<file path="src/rtl/gpio_mask_port.sv">
module gpio_mask_port #(
  parameter int NPIN     = 8,
  parameter int AW       = 12,
  parameter int DIR_ADDR = 'h400
) (
  input  logic            pclk,
  input  logic            presetn,
  input  logic            psel,
  input  logic            penable,
  input  logic            pwrite,
  input  logic [AW-1:0]   paddr,
  input  logic [NPIN-1:0] pwdata,
  output logic [NPIN-1:0] prdata,
  output logic            pready,
  input  logic [NPIN-1:0] gpio_in,
  output logic [NPIN-1:0] gpio_out,
  output logic [NPIN-1:0] gpio_oe
);
  localparam logic [AW-1:0] DIR_A = AW'(DIR_ADDR);

  logic [NPIN-1:0] dir_q, out_q, sync1_q, sync2_q;
  logic [NPIN-1:0] amask, pin_val;
  logic            hit_data, hit_dir, wr_en;

  assign amask    = paddr[NPIN+1:2];
  assign hit_data = paddr < DIR_A;
  assign hit_dir  = paddr == DIR_A;
  assign wr_en    = psel && penable && pwrite;
  assign pin_val  = (out_q & dir_q) | (sync2_q & ~dir_q);

  always_ff @(posedge pclk or negedge presetn) begin
    if (!presetn) begin
      dir_q <= '0;
      out_q <= '0;
    end else if (wr_en) begin
      if (hit_dir)
        dir_q <= pwdata;
      else if (hit_data)
        out_q <= (out_q & ~(amask & dir_q)) | (pwdata & amask & dir_q);
    end
  end

  always_ff @(posedge pclk or negedge presetn) begin
    if (!presetn) begin
      sync1_q <= '0;
      sync2_q <= '0;
    end else begin
      sync1_q <= gpio_in;
      sync2_q <= sync1_q;
    end
  end

  always_comb begin
    prdata = '0;
    if (psel && !pwrite) begin
      if (hit_dir)       prdata = dir_q;
      else if (hit_data) prdata = pin_val & amask;
    end
  end

  assign pready   = 1'b1;
  assign gpio_out = out_q;
  assign gpio_oe  = dir_q;
endmodule


</file>
<file path="config.mk">
export PLATFORM = sky130hd
export DESIGN_NAME = gpio_mask_port
export DESIGN_NICKNAME = d
export VERILOG_FILES = /design/src/rtl/gpio_mask_port.sv
export SDC_FILE = /design/constraint.sdc
export NUM_CORES = 1
export LEC_CHECK = 0
export CAP_MARGIN = 40
export CORE_ASPECT_RATIO = 0.6
export CORE_MARGIN = 2
export CORE_UTILIZATION = 42
export CTS_BUF_LIST = sky130_fd_sc_hd__clkbuf_4 sky130_fd_sc_hd__clkbuf_8 sky130_fd_sc_hd__clkbuf_16
export DETAILED_ROUTE_END_ITERATION = 8
export PLACE_DENSITY = 0.81
export SLEW_MARGIN = 10
export SYNTH_ARGS = -nofsm -noshare
export SYNTH_HDL_FRONTEND = slang
export SYNTH_SLANG_ARGS = --single-unit
</file>
<file path="constraint.sdc">
create_clock -name pclk -period 1 [get_ports pclk]
set_input_delay 0.15 -clock pclk [delete_from_list [all_inputs] [get_ports pclk]]
set_output_delay 0.15 -clock pclk [all_outputs]
set_load 0.005 [all_outputs]
</file>
==> run_results.csv, run 1 <==
group,metric,value,unit
run_status,status,"finished, violations left",
run_status,violations,"negative setup slack",
yosys,synth_nets,134,
sta,fin_ws,-0.534,ns
clocking,path_clk_slew,0.07,ns
sta,rsz0062_at_grt,"true",
setup_path,path_delay_family,"buffers and inverters",
cells_and_area,regArea,801,sq um
cells_and_area,area_delta_synth_final,108,%
routing,wl_per_cell,24.4,microns
die,num_io_pins,58,
clocking,cts_tree,"yes",
clocking,holdBufCountCts,0,
routing,drc_errors,0,
yosys,syn-cell-area,1410,sq um
power,ir_drop,0.897,mV
routing,postRouteAntennaNets,0,
setup_path,critPathSlowestCell,"nor4_4",
worst_hold_path,hp-class,"primary input to asynchronous set/reset pin",
global_routing,grt_pass1_wl,9.32,mm
sta,finClkSkew,0.00360,ns
sta,fin_hold_ws,0.239,ns
routing,drtIter0Drc,113,
die,die_h,48.8,microns
power,p_sw_share,23.2,%
sta,post-route-min-period,1.53,ns
global_routing,grt_max_degree,33,
yosys,synth_cells,101,
placed_design,port_buffers,56,
power,pwr-share-comb,13.6,%
setup_path,arrival,1.70,ns
sta,fmax,0.652,GHz
setup_path,cp.depth,9,
clocking,ctsLongestPathBuffers,2,
routing,vias,1615,
power,powerDensity,1030,nW/um^2
clocking,cts_root_buf,"clkbuf_8",
clocking,numClockSinks,32,
sta,finalSetupViolations,40,
cells_and_area,layout-drive-gt1-share,69.7,%
cells_and_area,fin_util,91.0,%
setup_path,max_stage_delay,0.30,ns
yosys,synth.ff_latch_count,32,
sta,drv_slew,0,
power,leakagePower,1.41,nW
global_routing,antenna_found_initial,0,
power,intPower,2.32,mW
placed_design,dpl_cell_area,2400,sq um
clocking,clock_latency,0.28,ns
yosys,ys_seq_area_share,56.9,%
cells_and_area,fillers,116,
setup_path,endpoint_kind,"flop",
placed_design,dp_hpwl,2.92,mm
global_routing,grt_pass1_vias,1678,
die,die-area,3850,sq um
power,pwr-share-seq,44.4,%
yosys,syn_avg_cell_area,13.9,sq um
power,switchingPower,0.700,mW
routing,firstDrtPassIters,4,
routing,totalWireLength,6.74,mm
die,rows,16,
placed_design,gp_congestion,0.818,
setup_path,path_buf_inv,6,
sta,hold_viol_final,0,
global_routing,grt_usage,33.3,%
die,die_w,78.7,microns
clocking,h-tree-depth,2,
setup_path,critPathKind,"primary input to flop",
power,power_frac_clock,42.0,%
setup_path,required,1.17,ns
yosys,synth.distinct_cells,18,
placed_design,pre_cts_slack,-1.07,ns
global_routing,grt-ovfl-total,0,
placed_design,dp_cells,230,
cells_and_area,final_cell_count_no_fill,276,
routing,viasPerCell,5.85,
setup_path,worst_path_most_repeated_cell,"buf_6",
cells_and_area,multi_input_area,728,sq um
setup_path,crit_fanout,6,
setup_path,cp_cell_sequence,"buf_8 > nor4_4 > buf_2 > buf_6 > buf_6 > buf_6 > and4_4 > buf_12 > mux2_4",
yosys,yosysWarnings,0,
cells_and_area,fin_area,2930,sq um
die,coreArea,3220,sq um
cells_and_area,fin_nets,263,
die,start_util,43.7,%
sta,timing.final.crit_share,153,%
setup_path,r2r_cells,5,
setup_path,critPathLaunchType,"primary input",
flow_run,cap_violations,0,
cells_and_area,n_antenna_cell,0,
clocking,numCtsBuffers,5,
==> cells by family (layout without fill, tap and decap cells) <==
logic type,count (synthesis),count (layout),share of synthesized area [%]
DFF,32,32,56.9
and+or+nand+nor,31,31,16.4
muxes,24,24,21.3
AOI/OAI and AO/OA,8,8,2.84
buffers and inverters,5,135,2.22
other,1,1,0.266
==> stage by stage <==
step	power [mW]	setup TNS, ns
after global placement	1.70	-21.53
after global routing	3.11	-12.52
after detailed placement	1.71	-22.36
final	3.02	-11.50
after CTS	2.97	-9.68
after floorplan	1.44	-3.10
==> synthesized netlist by cell type <==
cell	count	area share, %
dfrtp_1	32	57
mux2_2	16	13
nand4_1	16	7.1
a21oi_1	8	2.8
mux2_4	8	8.5
nand3_1	8	2.8
nor4_4	2	3.0
and3_1	1	0.44
and4_1	1	0.62
buf_1	1	0.27
buf_2	1	0.36
buf_4	1	0.53
buf_6	1	0.80
clkbuf_1	1	0.27
conb_1	1	0.27
nand2b_1	1	0.44
nor2_1	1	0.27
nor4b_4	1	1.7
==> timing repair <==
item                       4_1_cts  5_1_grt
resized for setup              204       25
setup endpoints to repair       40       40
gates cloned                     3        0
setup buffers                   30       16
pin swaps                       24       13
==> flip-flops by register name, indices dropped and copies added (netlist names) <==
register  flops
gpio_oe       8
gpio_out      8
sync2_q       8
sync1_q       8
==> per-layer routing <==
layer	global-route usage (%)	vias up	wire length, microns
met4	14.9	0	436
li1	-	647	-
met3	10.4	45	501
met5	0	-	0
met1	39.8	791	2680
met2	55.7	132	3120
==> placed cells by master, fill, tap and decap left out, drive strengths merged <==
| master | netlist | routed |
|---|---|---|
| clkdlybuf4s15 | 0 | 1 |
| mux2 | 24 | 24 |
| nand3 | 8 | 8 |
| clkdlybuf4s50 | 0 | 17 |
| clkinv | 0 | 1 |
| and4 | 1 | 1 |
| nor4 | 2 | 2 |
| bufinv | 0 | 1 |
| nor4b | 1 | 1 |
| conb | 1 | 1 |
| clkbuf | 1 | 8 |
| buf | 4 | 104 |
| dfrtp | 32 | 32 |
| nand4 | 16 | 16 |
| nand2b | 1 | 1 |
| and3 | 1 | 1 |
| dlygate4sd2 | 0 | 3 |
| nor2 | 1 | 1 |
| a21oi | 8 | 8 |
==> worst register-to-register path: cells and delay by family, from the launching register on <==
family                 cells  cell delay (ns)
buffers and inverters      3             0.37
muxes                      1             0.31
and+or+nand+nor            1             0.11
DFF                        1             0.42
==> final cells by class <==
type,instances,area share (%)
clock buffers,6,2.60
repair buffers,127,42.1
clock inverters,2,1.20
well taps,45,1.92
flip-flops and latches,32,27.3
multi-input cells,64,24.8
==> path summary, 6_finish.rpt <==
check,from,endpoint,slack (ns)
setup / recovery,paddr[3],gpio_oe[4],-0.53
setup reg to reg,gpio_oe[6],gpio_out[6],-0.31
max in group asynchronous,presetn,sync1_q[3],0.59
hold reg to reg,sync1_q[7],sync2_q[7],0.35
min in group pclk,paddr[5],gpio_out[3],0.28
hold / removal,presetn,sync2_q[4],0.24
==> power by group through the flow <==
| stage | combinational [mW] | clock [mW] | sequential, mW |
|---|---|---|---|
| floorplan | 0.0845 | 0 | 1.36 |
| global placement | 0.336 | 0 | 1.36 |
| detailed placement | 0.347 | 0 | 1.36 |
| CTS | 0.368 | 1.27 | 1.34 |
| global route | 0.425 | 1.35 | 1.34 |
| finish | 0.410 | 1.27 | 1.34 |
Power figures use the tool's default switching activity.
==> run 2, diff against run 1 <==
- CTS_CLUSTER_DIAMETER: default -> 30
- CTS_CLUSTER_SIZE: default -> 14
- SLEW_MARGIN: 10 -> 20
==> results of run 2 <==
Same layout as run 1: the final DEF is identical, and so are final timing and power.
==> run 3, diff against run 2 <==
- clock period: 1 -> 1.56 ns (I/O delays scaled with it)
==> run 3 against run 2 <==
  * The flow still finishes with violations (negative setup slack)
  * Via count fell by 17%
  * Non-clock buffer count fell by 26
  * Utilization fell by 16 points
  * Critical endpoint is now prdata[3]
  * Largest cell class unchanged
  * Highest routed layer unchanged
==> run_results.csv, run 3 (synthesis results as in run 1) <==
group,metric,value,unit
run_status,status,"finished, violations left",
sta,timing.final.crit_share,105,%
worst_hold_path,hp-class,"primary input to flop",
cells_and_area,layout_common_cells,"dfrtp_1, clkdlybuf4s50_1, buf_4, buf_6",
clocking,clock_latency,0.29,ns
setup_path,arrival,1.41,ns
clocking,numCtsBuffers,5,
die,rows,16,
placed_design,port_buffers,56,
routing,postRouteAntennaNets,0,
setup_path,rrSetupSlack,0.43,ns
clocking,path_clk_slew,0.07,ns
routing,wl_per_cell,20.0,microns
cells_and_area,final_cell_count_no_fill,249,
sta,drv_slew,0,
worst_hold_path,hold_start,"paddr[5]",
cells_and_area,regArea,801,sq um
power,finalPower,1.70,mW
global_routing,antenna_found_initial,0,
run_status,violations,"negative setup slack",
die,die_w,78.7,microns
setup_path,r2r_cells,3,
cells_and_area,n_antenna_cell,0,
global_routing,grt_pass1_wl,7.18,mm
sta,fin_setup_tns,-0.348,ns
setup_path,r2r_end,"gpio_out[4]",
setup_path,critPathLaunchType,"primary input",
global_routing,grt_pass1_vias,1408,
sta,rsz0062_at_grt,"true",
cells_and_area,fillers,190,
clocking,ctsLongestPathBuffers,2,
clocking,holdBufCountCts,0,
cells_and_area,area_delta_synth_final,72.6,%
sta,finalSetupViolations,6,
setup_path,path_delay_family,"buffers and inverters",
routing,vias,1340,
setup_path,crit_fanout,2,
cells_and_area,layout-drive-gt1-share,50.5,%
worst_hold_path,worstHoldPathCells,3,
clocking,cts_tree,"yes",
routing,drtIter0Drc,91,
die,die_h,48.8,microns
die,die-area,3850,sq um
routing,drc_errors,0,
placed_design,dp_hpwl,2.84,mm
setup_path,rr_startpoint,"gpio_oe[4]",
setup_path,cp_cell_sequence,"buf_6 > nor4_4 > buf_4 > buf_6 > buf_6 > nand4_1 > a21oi_1 > buf_2",
setup_path,path_buf_inv,5,
setup_path,cp.depth,8,
die,coreArea,3220,sq um
routing,firstDrtPassIters,4,
sta,post-route-min-period,1.64,ns
die,start_util,43.7,%
power,powerDensity,698,nW/um^2
clocking,h-tree-depth,2,
worst_hold_path,min_to,"gpio_out[3]",
setup_path,endpoint_kind,"output pin",
setup_path,critPathKind,"primary input to output pin",
sta,hold_viol_final,0,
clocking,cts_root_buf,"clkbuf_8",
placed_design,gp_congestion,0.844,
power,leakagePower,1.19,nW
setup_path,worst_path_most_repeated_cell,"buf_6",
cells_and_area,fin_nets,237,
cells_and_area,fin_util,75.4,%
global_routing,grt-ovfl-total,0,
placed_design,dpl_cell_area,2170,sq um
routing,viasPerCell,5.38,
flow_run,cap_violations,0,
setup_path,required,1.33,ns
placed_design,dp_cells,220,
setup_path,critPathSlowestCell,"nor4_4",
sta,finClkSkew,0.00843,ns
clocking,numClockSinks,32,
global_routing,grt_max_degree,33,
sta,fmax,0.609,GHz
routing,totalWireLength,4.98,mm
sta,fin_ws,-0.0828,ns
setup_path,max_stage_delay,0.29,ns
global_routing,grt_usage,25.9,%
cells_and_area,multi_input_area,591,sq um
power,ir_drop,0.499,mV
cells_and_area,fin_area,2430,sq um
die,num_io_pins,58,
[run 3: changes by cell type in the layout (fill, tap and decap cells not counted), sizes merged]
cell	previous run	this run
dlygate4sd2	3	0
buf	104	63
clkdlybuf4s50	17	32
dlymetal6s2s	0	4
bufinv	1	0
clkbuf	8	7
[run 3: how the worst max path moves through the flow]
| stage | startpoint | to |
|---|---|---|
| global placement | paddr[8] | prdata[0] |
| floorplan | paddr[4] | gpio_oe[0] |
| CTS | paddr[1] | prdata[3] |
| finish | paddr[11] | prdata[3] |
| global route | paddr[11] | prdata[3] |
| detailed placement | paddr[4] | prdata[3] |
[run 3: through the flow]
stage | hold slack, ns | worst slack (ns)
after floorplan | -0.0616 | 0.0938
after global placement | 0.334 | -0.641
after detailed placement | 0.335 | -0.674
after CTS | 0.318 | -0.0286
after global routing | 0.326 | -0.175
final | 0.331 | -0.0828
[run 3: worst min-delay path, cell delays in order]
cell	delay, ns
buf_6	0.11
nand4_1	0.10
mux2_2	0.15
[run 3: where the power goes]
part           internal, mW  switching, mW  leakage, nW
Clock                 0.320          0.302       0.0445
Combinational         0.125         0.0904        0.733
Sequential            0.851        0.00668        0.410
Total                  1.30          0.399         1.19
[run 3: timing repair]
| action | 4_1_cts | 5_1_grt |
|---|---|---|
| setup endpoints to repair | 16 | 21 |
| cloned | 2 | 0 |
| setup buffers | 16 | 7 |
| pin swaps | 13 | 8 |
| resized for setup | 92 | 21 |
[run 3: area by class of cell]
class / count / area share [%]
well taps: 45 / 2.32
clock inverters: 1 / 0.206
multi-input cells: 64 / 24.3
flip-flops and latches: 32 / 33.0
repair buffers: 101 / 37.1
clock buffers: 6 / 3.14
[run 3: layer usage]
layer | up-vias | share of wire (%) | track usage (%)
li1 | 584 | - | -
met1 | 648 | 42 | 32.2
met2 | 90 | 47 | 41.6
met3 | 18 | 7.5 | 10.4
met4 | 0 | 3.5 | 8.77
met5 | - | 0 | 0
